[config.mk]
export PLATFORM = sky130hd
export DESIGN_NAME = nvpage_ctrl
export DESIGN_NICKNAME = d
export VERILOG_FILES = /design/src/rtl/nvpage_pkg.sv /design/src/rtl/nvpage_strobe.sv /design/src/rtl/nvpage_seq.sv /design/src/rtl/nvpage_buffer.sv /design/src/rtl/nvpage_array.sv /design/src/rtl/nvpage_ctrl.sv
export SDC_FILE = /design/constraint.sdc
export NUM_CORES = 2
export LEC_CHECK = 0
export BUFFER_PORTS_ARGS = -buffer_cell sky130_fd_sc_hd__buf_4
export CAP_MARGIN = 20
export CORE_UTILIZATION = 69
export CTS_BUF_LIST = sky130_fd_sc_hd__clkbuf_4 sky130_fd_sc_hd__clkbuf_8 sky130_fd_sc_hd__clkbuf_16
export CTS_CLUSTER_DIAMETER = 80
export DETAILED_ROUTE_END_ITERATION = 16
export PLACE_DENSITY_LB_ADDON = 0.12
export SYNTH_ARGS = -nofsm -noshare
export SYNTH_HDL_FRONTEND = slang
export SYNTH_HIERARCHICAL = 1
export SYNTH_SLANG_ARGS = --single-unit
[constraint.sdc]
create_clock -name clk -period 214.3 [get_ports clk]
set_input_delay 42.86 -clock clk [delete_from_list [all_inputs] [get_ports clk]]
set_output_delay 42.86 -clock clk [all_outputs]
set_load 0.02 [all_outputs]
[src/rtl/nvpage_pkg.sv]
package nvpage_pkg;
  typedef enum logic [1:0] {
    ST_IDLE = 2'd0,
    ST_LOAD = 2'd1,
    ST_PROG = 2'd2
  } nvp_state_t;
endpackage

[src/rtl/nvpage_strobe.sv]
module nvpage_strobe (
  input  logic clk,
  input  logic rst_n,
  input  logic ce_n,
  input  logic oe_n,
  input  logic we_n,
  output logic wr_start,
  output logic wr_end,
  output logic rd_req
);
  logic wr_lvl;
  logic wr_q;
  logic wr_d;

  // write condition: select and strobe low, output gate high
  assign wr_lvl = ~ce_n & ~we_n & oe_n;
  assign wr_d   = wr_lvl;

  always_ff @(posedge clk or negedge rst_n) begin
    if (!rst_n) wr_q <= 1'b0;
    else        wr_q <= wr_d;
  end

  // later of the two falling strobes opens, first rising closes
  assign wr_start = wr_lvl & ~wr_q;
  assign wr_end   = ~wr_lvl & wr_q;
  assign rd_req   = ~ce_n & ~oe_n;
endmodule

[src/rtl/nvpage_seq.sv]
module nvpage_seq
  import nvpage_pkg::*;
#(
  parameter int WINDOW_CYC   = 5000,
  parameter int PROG_CYC     = 250000,
  parameter int PAGE_W       = 9,
  parameter int STORE_PAGE_W = 2
) (
  input  logic                    clk,
  input  logic                    rst_n,
  input  logic                    wr_start,
  input  logic                    wr_end,
  input  logic [PAGE_W-1:0]       page_in,
  output logic                    load_take,
  output logic                    data_take,
  output logic                    commit,
  output logic                    busy,
  output logic [STORE_PAGE_W-1:0] page_lo
);
  localparam int TMR_W  = (WINDOW_CYC > 2) ? $clog2(WINDOW_CYC) : 1;
  localparam int PCNT_W = (PROG_CYC > 2) ? $clog2(PROG_CYC) : 1;

  nvp_state_t        state_q, state_d;
  logic [TMR_W-1:0]  tmr_q, tmr_d;
  logic [PCNT_W-1:0] pcnt_q, pcnt_d;
  logic [PAGE_W-1:0] page_q, page_d;
  logic              pend_q, pend_d;
  logic              accept;
  logic              win_done;
  logic              prog_done;

  // accept a load when idle, or in a burst to the same page
  assign accept    = wr_start &&
                     ((state_q == ST_IDLE) ||
                      ((state_q == ST_LOAD) && (page_in == page_q)));
  assign win_done  = (tmr_q == TMR_W'(WINDOW_CYC - 1));
  assign prog_done = (state_q == ST_PROG) && (pcnt_q == PCNT_W'(PROG_CYC - 1));

  always_comb begin
    state_d = state_q;
    tmr_d   = tmr_q;
    pcnt_d  = pcnt_q;
    page_d  = page_q;
    pend_d  = pend_q;
    unique case (state_q)
      ST_IDLE: begin
        if (accept) begin
          state_d = ST_LOAD;
          tmr_d   = '0;
          page_d  = page_in;
          pend_d  = 1'b1;
        end
      end
      ST_LOAD: begin
        if (accept) begin
          tmr_d  = '0;
          pend_d = 1'b1;
        end else begin
          if (wr_end) pend_d = 1'b0;
          if (!win_done) begin
            tmr_d = tmr_q + 1'b1;
          end else if (!pend_q) begin
            state_d = ST_PROG;
            pcnt_d  = '0;
          end
        end
      end
      ST_PROG: begin
        if (prog_done) state_d = ST_IDLE;
        else           pcnt_d  = pcnt_q + 1'b1;
      end
      default: state_d = ST_IDLE;
    endcase
  end

  always_ff @(posedge clk or negedge rst_n) begin
    if (!rst_n) begin
      state_q <= ST_IDLE;
      tmr_q   <= '0;
      pcnt_q  <= '0;
      page_q  <= '0;
      pend_q  <= 1'b0;
    end else begin
      state_q <= state_d;
      tmr_q   <= tmr_d;
      pcnt_q  <= pcnt_d;
      page_q  <= page_d;
      pend_q  <= pend_d;
    end
  end

  assign load_take = accept;
  assign data_take = wr_end && pend_q && (state_q == ST_LOAD);
  assign commit    = prog_done;
  assign busy      = (state_q == ST_PROG);
  assign page_lo   = page_q[STORE_PAGE_W-1:0];

  // programming is entered only from a finished, timed-out burst
  assert_busy_entry_R4: assert property (@(posedge clk) disable iff (!rst_n)
    $rose(busy) |-> ($past(state_q) == ST_LOAD) && !$past(pend_q) && $past(win_done));

  // busy drops only after the full programming count
  assert_prog_len_R5: assert property (@(posedge clk) disable iff (!rst_n)
    $fell(busy) |-> ($past(pcnt_q) == PCNT_W'(PROG_CYC - 1)));

  // a strobe seen while busy leaves the burst page alone
  assert_busy_ignores_R6: assert property (@(posedge clk) disable iff (!rst_n)
    (busy && wr_start) |=> $stable(page_q));

  // page number is fixed for the whole burst
  assert_page_hold_R3: assert property (@(posedge clk) disable iff (!rst_n)
    ((state_q == ST_LOAD) && ($past(state_q) == ST_LOAD)) |-> $stable(page_q));
endmodule

[src/rtl/nvpage_buffer.sv]
module nvpage_buffer #(
  parameter int IDX_W  = 6,
  parameter int DATA_W = 8
) (
  input  logic                               clk,
  input  logic                               rst_n,
  input  logic                               load_take,
  input  logic                               data_take,
  input  logic                               commit,
  input  logic [IDX_W-1:0]                   idx_in,
  input  logic [DATA_W-1:0]                  din,
  output logic [(2**IDX_W)*DATA_W-1:0]       buf_flat,
  output logic [2**IDX_W-1:0]                mask
);
  localparam int PAGE_BYTES = 2 ** IDX_W;

  logic [IDX_W-1:0] idx_q, idx_d;

  always_comb idx_d = load_take ? idx_in : idx_q;

  always_ff @(posedge clk or negedge rst_n) begin
    if (!rst_n) idx_q <= '0;
    else        idx_q <= idx_d;
  end

  for (genvar g = 0; g < PAGE_BYTES; g++) begin : g_slot
    logic              slot_we;
    logic [DATA_W-1:0] data_q;
    logic              vld_q, vld_d;

    assign slot_we = data_take && (idx_q == IDX_W'(g));

    always_comb begin
      vld_d = vld_q;
      if (commit)       vld_d = 1'b0;
      else if (slot_we) vld_d = 1'b1;
    end

    always_ff @(posedge clk or negedge rst_n) begin
      if (!rst_n) begin
        data_q <= '0;
        vld_q  <= 1'b0;
      end else begin
        if (slot_we) data_q <= din;
        vld_q <= vld_d;
      end
    end

    assign buf_flat[g*DATA_W +: DATA_W] = data_q;
    assign mask[g]                      = vld_q;
  end

  // every slot mark is gone after a commit
  assert_mask_cleared_R7: assert property (@(posedge clk) disable iff (!rst_n)
    $past(commit) |-> (mask == '0));
endmodule

[src/rtl/nvpage_array.sv]
module nvpage_array #(
  parameter int IDX_W        = 6,
  parameter int STORE_PAGE_W = 2,
  parameter int DATA_W       = 8
) (
  input  logic                               clk,
  input  logic                               rst_n,
  input  logic                               commit,
  input  logic [STORE_PAGE_W-1:0]            page_lo,
  input  logic [(2**IDX_W)*DATA_W-1:0]       buf_flat,
  input  logic [2**IDX_W-1:0]                mask,
  input  logic                               rd_req,
  input  logic [STORE_PAGE_W+IDX_W-1:0]      rd_addr,
  output logic [DATA_W-1:0]                  dout,
  output logic                               dout_en
);
  localparam int PAGE_BYTES = 2 ** IDX_W;
  localparam int DEPTH      = 2 ** (STORE_PAGE_W + IDX_W);

  logic [DATA_W-1:0] mem_q [DEPTH];
  logic [DATA_W-1:0] mem_d [DEPTH];
  logic [DATA_W-1:0] dout_q, dout_d;
  logic              en_q, en_d;

  // commit writes only marked slots of the burst page
  always_comb begin
    for (int i = 0; i < DEPTH; i++) begin
      mem_d[i] = mem_q[i];
      if ((page_lo == STORE_PAGE_W'(i / PAGE_BYTES)) && mask[i % PAGE_BYTES])
        mem_d[i] = buf_flat[(i % PAGE_BYTES)*DATA_W +: DATA_W];
    end
  end

  always_ff @(posedge clk or negedge rst_n) begin
    if (!rst_n) begin
      for (int i = 0; i < DEPTH; i++) mem_q[i] <= '0;
    end else if (commit) begin
      for (int i = 0; i < DEPTH; i++) mem_q[i] <= mem_d[i];
    end
  end

  // registered read port
  always_comb begin
    en_d   = rd_req;
    dout_d = rd_req ? mem_q[rd_addr] : '0;
  end

  always_ff @(posedge clk or negedge rst_n) begin
    if (!rst_n) begin
      dout_q <= '0;
      en_q   <= 1'b0;
    end else begin
      dout_q <= dout_d;
      en_q   <= en_d;
    end
  end

  assign dout    = dout_q;
  assign dout_en = en_q;

  // undriven bus carries zero
  assert_quiet_bus_R9: assert property (@(posedge clk) disable iff (!rst_n)
    !dout_en |-> (dout == '0));
endmodule

[src/rtl/nvpage_ctrl.sv]
module nvpage_ctrl #(
  parameter int ADDR_W       = 15,
  parameter int DATA_W       = 8,
  parameter int IDX_W        = 6,
  parameter int STORE_PAGE_W = 2,
  parameter int WINDOW_CYC   = 5000,
  parameter int PROG_CYC     = 250000
) (
  input  logic              clk,
  input  logic              rst_n,
  input  logic              ce_n,
  input  logic              oe_n,
  input  logic              we_n,
  input  logic [ADDR_W-1:0] addr,
  input  logic [DATA_W-1:0] din,
  output logic [DATA_W-1:0] dout,
  output logic              dout_en,
  output logic              busy
);
  localparam int PAGE_W     = ADDR_W - IDX_W;
  localparam int LOC_W      = STORE_PAGE_W + IDX_W;
  localparam int PAGE_BYTES = 2 ** IDX_W;

  logic rst_meta_q, rst_sync_q;
  logic wr_start, wr_end, rd_req;
  logic load_take, data_take, commit;
  logic [STORE_PAGE_W-1:0]        page_lo;
  logic [PAGE_BYTES*DATA_W-1:0]   buf_flat;
  logic [PAGE_BYTES-1:0]          mask;

  // asynchronous assert, synchronous release
  always_ff @(posedge clk or negedge rst_n) begin
    if (!rst_n) begin
      rst_meta_q <= 1'b0;
      rst_sync_q <= 1'b0;
    end else begin
      rst_meta_q <= 1'b1;
      rst_sync_q <= rst_meta_q;
    end
  end

  nvpage_strobe u_strobe (
    .clk      (clk),
    .rst_n    (rst_sync_q),
    .ce_n     (ce_n),
    .oe_n     (oe_n),
    .we_n     (we_n),
    .wr_start (wr_start),
    .wr_end   (wr_end),
    .rd_req   (rd_req)
  );

  nvpage_seq #(
    .WINDOW_CYC   (WINDOW_CYC),
    .PROG_CYC     (PROG_CYC),
    .PAGE_W       (PAGE_W),
    .STORE_PAGE_W (STORE_PAGE_W)
  ) u_seq (
    .clk       (clk),
    .rst_n     (rst_sync_q),
    .wr_start  (wr_start),
    .wr_end    (wr_end),
    .page_in   (addr[ADDR_W-1:IDX_W]),
    .load_take (load_take),
    .data_take (data_take),
    .commit    (commit),
    .busy      (busy),
    .page_lo   (page_lo)
  );

  nvpage_buffer #(
    .IDX_W  (IDX_W),
    .DATA_W (DATA_W)
  ) u_buffer (
    .clk       (clk),
    .rst_n     (rst_sync_q),
    .load_take (load_take),
    .data_take (data_take),
    .commit    (commit),
    .idx_in    (addr[IDX_W-1:0]),
    .din       (din),
    .buf_flat  (buf_flat),
    .mask      (mask)
  );

  nvpage_array #(
    .IDX_W        (IDX_W),
    .STORE_PAGE_W (STORE_PAGE_W),
    .DATA_W       (DATA_W)
  ) u_array (
    .clk      (clk),
    .rst_n    (rst_sync_q),
    .commit   (commit),
    .page_lo  (page_lo),
    .buf_flat (buf_flat),
    .mask     (mask),
    .rd_req   (rd_req),
    .rd_addr  (addr[LOC_W-1:0]),
    .dout     (dout),
    .dout_en  (dout_en)
  );
endmodule

# After elaboration in Yosys (flattened, before gate mapping)
# Index checks and enable logic that the tools add are counted.
dict set report word_totals {
  output_inout_bits 10
  inputBits 28
  register_bits 2685
  elab_cells 1295
}
dict set report op_classes {
  n_reduce_logical 656
  add_sub_neg 2
  eq_ne 79
  n_lt_le_gt_ge 1
  muxes 151
  n_bitwise 11
}
# operator n
set ops {}
lappend ops {{2-bit AND reduction} 257}
lappend ops {{1-bit logical AND} 325}
lappend ops {{6-bit == test, second input constant} 32}
lappend ops {{2-bit nonzero test} 66}
lappend ops {{1-bit 2-to-1 mux} 131}
lappend ops {{6-bit by 5-bit == test with 1-bit output, second input constant} 16}
lappend ops {{18-bit 2-to-1 mux} 4}
lappend ops {{8-bit binary-select mux with 8-bit select} 1}
lappend ops {{6-bit by 4-bit == test with 1-bit output, second input constant} 8}
lappend ops {{13-bit 2-to-1 mux} 3}
lappend ops {{18-bit one-hot mux with 2 select lines} 1}
lappend ops {{13-bit one-hot mux with 2 select lines} 1}
lappend ops {{6-bit by 3-bit == test with 1-bit output, second input constant} 4}
lappend ops {{8-bit 2-to-1 mux} 3}
lappend ops {{18-bit by 1-bit adder with 18-bit output, second input constant} 1}
lappend ops {{18-bit == test, second input constant} 1}
lappend ops {{13-bit by 1-bit adder with 13-bit output, second input constant} 1}
lappend ops {{13-bit == test, second input constant} 1}
lappend ops {{6-bit by 2-bit == test with 1-bit output, second input constant} 2}
lappend ops {{2-bit 2-to-1 mux} 5}
lappend ops {{5-bit AND reduction} 2}
lappend ops {{9-bit == test} 1}
lappend ops {{9-bit >= comparator, second input constant} 1}
lappend ops {{8-bit inverter with 9-bit output} 1}
lappend ops {{other kinds (15)} 32}

# Logic depth before layout (Yosys ltp)
dict set report depth {
  word_depth 10
  ltp_mapped 13
  depth_no_buf 8
}

# Hierarchy
# Netlist, hierarchy kept.
# module n_inst cells_per_inst seq_area_each_um2 area_per_inst_um2
set by_module_without_submodules {}
lappend by_module_without_submodules {nvpage_array 1 5986 51474.4 94139.0}
lappend by_module_without_submodules {nvpage_buffer 1 1449 14564.0 22572.9}
lappend by_module_without_submodules {nvpage_seq 1 249 1076.0 2456.1}
lappend by_module_without_submodules {nvpage_strobe 1 5 25.0 62.6}
lappend by_module_without_submodules {nvpage_ctrl 1 3 50.0 53.8}

# Worst setup path before layout
# No wires, ideal clock.
dict set report synth_timing {
  kind {in2reg}
  from {input addr[2]}
  to {register u_array.dout_q[7], in the netlist u_array/dout[7]}
  cell_stages 9
  setup_ps 135
  setup_slack_ps 169429
  arrival_time_ps 44736
  required_ps 214165
  n_path_buf 3
  cell_sequence {buf_2 > buf_2 > clkbuf_1 > mux4_2 > mux4_2 > nor2_1 > a21oi_1 > o2111ai_1 > o41ai_2}
}
dict set report synth_via {
  elab_chain_cells 5
}
# element line
set synth_lines {}
lappend synth_lines {{from (decl)} nvpage_ctrl.sv:14} ;# input logic [ADDR_W-1:0] addr,
lappend synth_lines {{8-bit inverter with 9-bit output (implied by the code)} nvpage_array.sv:45} ;# dout_d = rd_req ? mem_q[rd_addr] : '0;
lappend synth_lines {{8-bit binary-select mux with 8-bit select} nvpage_array.sv:45}
lappend synth_lines {{8-bit 2-to-1 mux (implied by the code) (2 in series)} nvpage_array.sv:45}
lappend synth_lines {{8-bit 2-to-1 mux} nvpage_array.sv:45}
lappend synth_lines {{net u_array.dout_d[7]} nvpage_array.sv:22} ;# logic [DATA_W-1:0] dout_q, dout_d;
lappend synth_lines {{to (signal assigned)} nvpage_array.sv:53} ;# dout_q <= dout_d;
lappend synth_lines {{to (decl)} nvpage_array.sv:22}
# The timed path passes the listed nets, and every way through them passes these cells. The select of a mux whose other input is x is not followed.
# A chain may end at the register's enable or synchronous reset.

# Worst setup path in the final report
dict set report layout_timing {
  from {input addr[0]}
  to {register u_array.dout_q[5], in the netlist u_array/dout[5]}
}
# Same word-level chain as after synthesis.

==> results.md <==
- Outcome: completed
- CP Launch Type: input pin
- Met2 WL: 169 mm
- GPL Wtd Cong: 1.01
- Pins Over Slew Limit: 0
- Initial DRC count: 9,091
- Num CTS Buffers: 288
- Tcrit/Tclk final: 0.221
- Clock Sinks: 2,685
- Fin area: 0.130 sq mm
- Period minus WS final: 47.25 ns
- Reg clk slew, reported paths: 0.06 ns
- Tightest Pin Transition: 1.26 ns
- Skew-Pair Late Insertion Delay: 0.93 ns
- Worst EP required: 215.08 ns
- H-tree depth: 5
- CP top delay family: buffers and inverters
- Filler-free cell count of the finished design: 10,300
- Resized Gates After CTS: 0
- Fmax: 21.2 MHz
- Die X: 418 um
- Grt total ovfl: 0
- Synth cell count leaders: dfrtp_1 (2,685), mux2_2 (2,569), mux4_2 (368)
- WHS: 0.336 ns
- Unrepaired setup endpoints after global routing: no
- Area grow syn2layout: 9.32%
- Ys async rst share: 1.00
- Post-CTS setup buffer count: 0
- Post-synth top area cell: dfrtp_1
- Reg area: 0.0672 sq mm
- Vias per cell: 7.28
- Most common cell in the netlist: dfrtp_1
- Ports: 38
- Worst clock skew: 0.0374 ns
- Setup TNS: 0 ns
- Top layer used by detailed routing: met5
- Yosys reg bits: 2,685
- Finish-stage setup viols: 0
- Post-synth EDFFs: 0
- Area occupied by multi-input gates: 0.0492 sq mm
- Vias in the first global route: 75,900
- Placed Area: 0.121 sq mm
- Critical Path Sink Type: flop
- Initial antenna violation count: 20
- Most used cell, CP: buf_4
- Root Buffer: clkbuf_16
- DRC viols: 0
- Slew headroom: 0.157
- Synthesized Nets: 7,722
- Number of hold buffers added after CTS: 0
- Syn Area/Cell: 15.5 sq um
- Cells after DPL: 9,737
- CTS tree: built
- Slowest Stage Delay on Critical Path: 0.76 ns
- Max rail drop VDD: 0.00927 mV
- Synth Instances: 7,692
- Synth area leaders: dfrtp_1 (56%), mux2_2 (24%), mux4_2 (6.9%)
- Die Span Y: 418 um
- Top cell type's share of synthesized area: 0.563
- CP Buf/Inv Count: 5
- CP Class: in2reg
- HPWL Detailed: 254 mm
- Wl on met1: 140 mm
- Cell row count: 152
- Final Hold Viols: 0
- Worst-path maximum fanout: 79
- CTS Buffer Depth: 4
- Routed Antenna Nets: 0
- Routed WL: 383 mm
- Main synth FF type: dfrtp_1
- Critical Path, Cell by Cell: buf_8 -> buf_12 -> buf_4 -> buf_4 -> buf_4 -> mux4_2 -> o32ai_1 -> o21ai_0 -> o2111ai_1 -> o32ai_1
- Post-Syn Area: 0.119 sq mm
- All-Layer GR Usage: 0.446
- Core area: 0.172 sq mm
- Reported max-cap violation count: 0
- Number of port buffers: 37
- Sequential element share of the synthesized area: 0.563
- Drt first pass iters: 8
- DIE AREA: 0.175 sq mm
- Pwr/cell area: 8.02 mW/mm^2
- Fillers: 10,200
- Yosys warns: 6
- Initial Utilization: 0.695
- First-pass GRT wire length: 550 mm
- Vias: 74,700
- Worst min path class: reg2async
- Final net count: 7,767
- Critical path's slowest cell: buf_4
- DR WL met3: 42.7 mm
- Pin count of the biggest net entering global routing: 170
- Synth unique cells: 103
- Static leakage: 64.6 nW
- WL/cell: 37.3 um
- CP Data Arrival Time: 48.03 ns
- Share of cells above drive strength 1: 0.470
[metal layers]
layer	global-route usage	up-vias
met4	0.294	18
met2	0.648	4450
met5	0.00583	-
met1	0.586	39900
met3	0.136	1289
li1	-	29000
[kinds of logic (layout without fill, tap and decap cells)]
group / after synthesis / in the layout / synth area share
mux: 3258 / 3258 / 0.346
flops: 2685 / 2685 / 0.563
simple gates: 788 / 788 / 0.0339
compound gates: 520 / 520 / 0.0305
buf+inv: 428 / 672 / 0.0250
xor+xnor: 10 / 10 / 0.000734
fa+ha+maj: 2 / 2 / 0.000210
other cells: 1 / 17 / 0.0000314
[metrics by stage]
stage / total power, mW / utilization / setup slack, ns
after CTS: 1.05 / 0.757 / 167.02
after global placement: 0.557 / 0.702 / 166.13
after global routing: 1.07 / 0.759 / 166.72
final: 1.05 / 0.759 / 167.05
after detailed placement: 0.557 / 0.702 / 166.08
after floorplan: 0.546 / - / 133.91
[power breakdown]
group,switching (mW),leakage [nW],total (mW),internal [mW]
clock network,0.202,4.75,0.497,0.296
registers,0.00154,37.4,0.509,0.508
logic,0.0308,22.4,0.0397,0.00891
total,0.234,64.6,1.05,0.812
[layout make-up]
class	count	share of cell area
Timing Repair Buffer	174	0.0125
Sequential cell	2685	0.515
Tap cell	2310	0.0222
Multi-Input combinational cell	4579	0.377
Clock inverter	75	0.00572
Inverter	9	0.000307
Clock buffer	414	0.0663
Antenna cell	16	0.000307
[registers in the layout (all words and copies together) (netlist names)]
| register | flops |
|---|---|
| u_seq/state_q | 2 |
| rst_meta_q | 1 |
| u_array/dout_en | 1 |
| u_buffer/g_slot.data_q | 512 |
| u_array/dout | 8 |
| u_seq/page_q | 9 |
| rst_sync_q | 1 |
| u_array/mem_q | 2048 |
| u_seq/tmr_q | 13 |
| u_seq/pcnt_q | 18 |
| u_seq/pend_q | 1 |
| u_strobe/wr_q | 1 |
| u_buffer/idx_q | 6 |
| u_buffer/g_slot.vld_q | 64 |
[placed cells by master (no fill, tap or decap), drive strengths merged, types with 9 or more instances in the layout]
cell / n
a211o: 9
a211oi: 16
a21oi: 122
a22oi: 26
a31oi: 26
and2: 16
and3: 14
buf: 169
bufinv: 13
clkbuf: 419
clkinv: 53
dfrtp: 2685
diode: 16
inv: 12
mux2: 2585
mux2i: 252
mux4: 421
nand2: 189
nand3: 234
nand4: 16
nor2: 211
nor3: 32
nor4: 11
o21a: 14
o21ai: 56
o21ba: 20
o221ai: 65
o22ai: 84
o31ai: 11
xnor2: 9
[worst paths after layout]
check                                      start                  end  slack [ns]  depth (start not counted)
worst max-delay path                     addr[0]      u_array/dout[5]      167.05                         10
max in group asynchronous                  rst_n           rst_sync_q      172.49                          1
worst min-delay path                  rst_sync_q  u_array/mem_q[1301]        0.34                          0
min in group clk                      rst_meta_q           rst_sync_q        0.36                          0
worst min register to register        rst_sync_q  u_array/mem_q[1301]        0.34                          0
worst max register to register  u_seq/pcnt_q[10]  u_array/mem_q[1992]      208.31                         10
(Power assumes the default switching activity.)
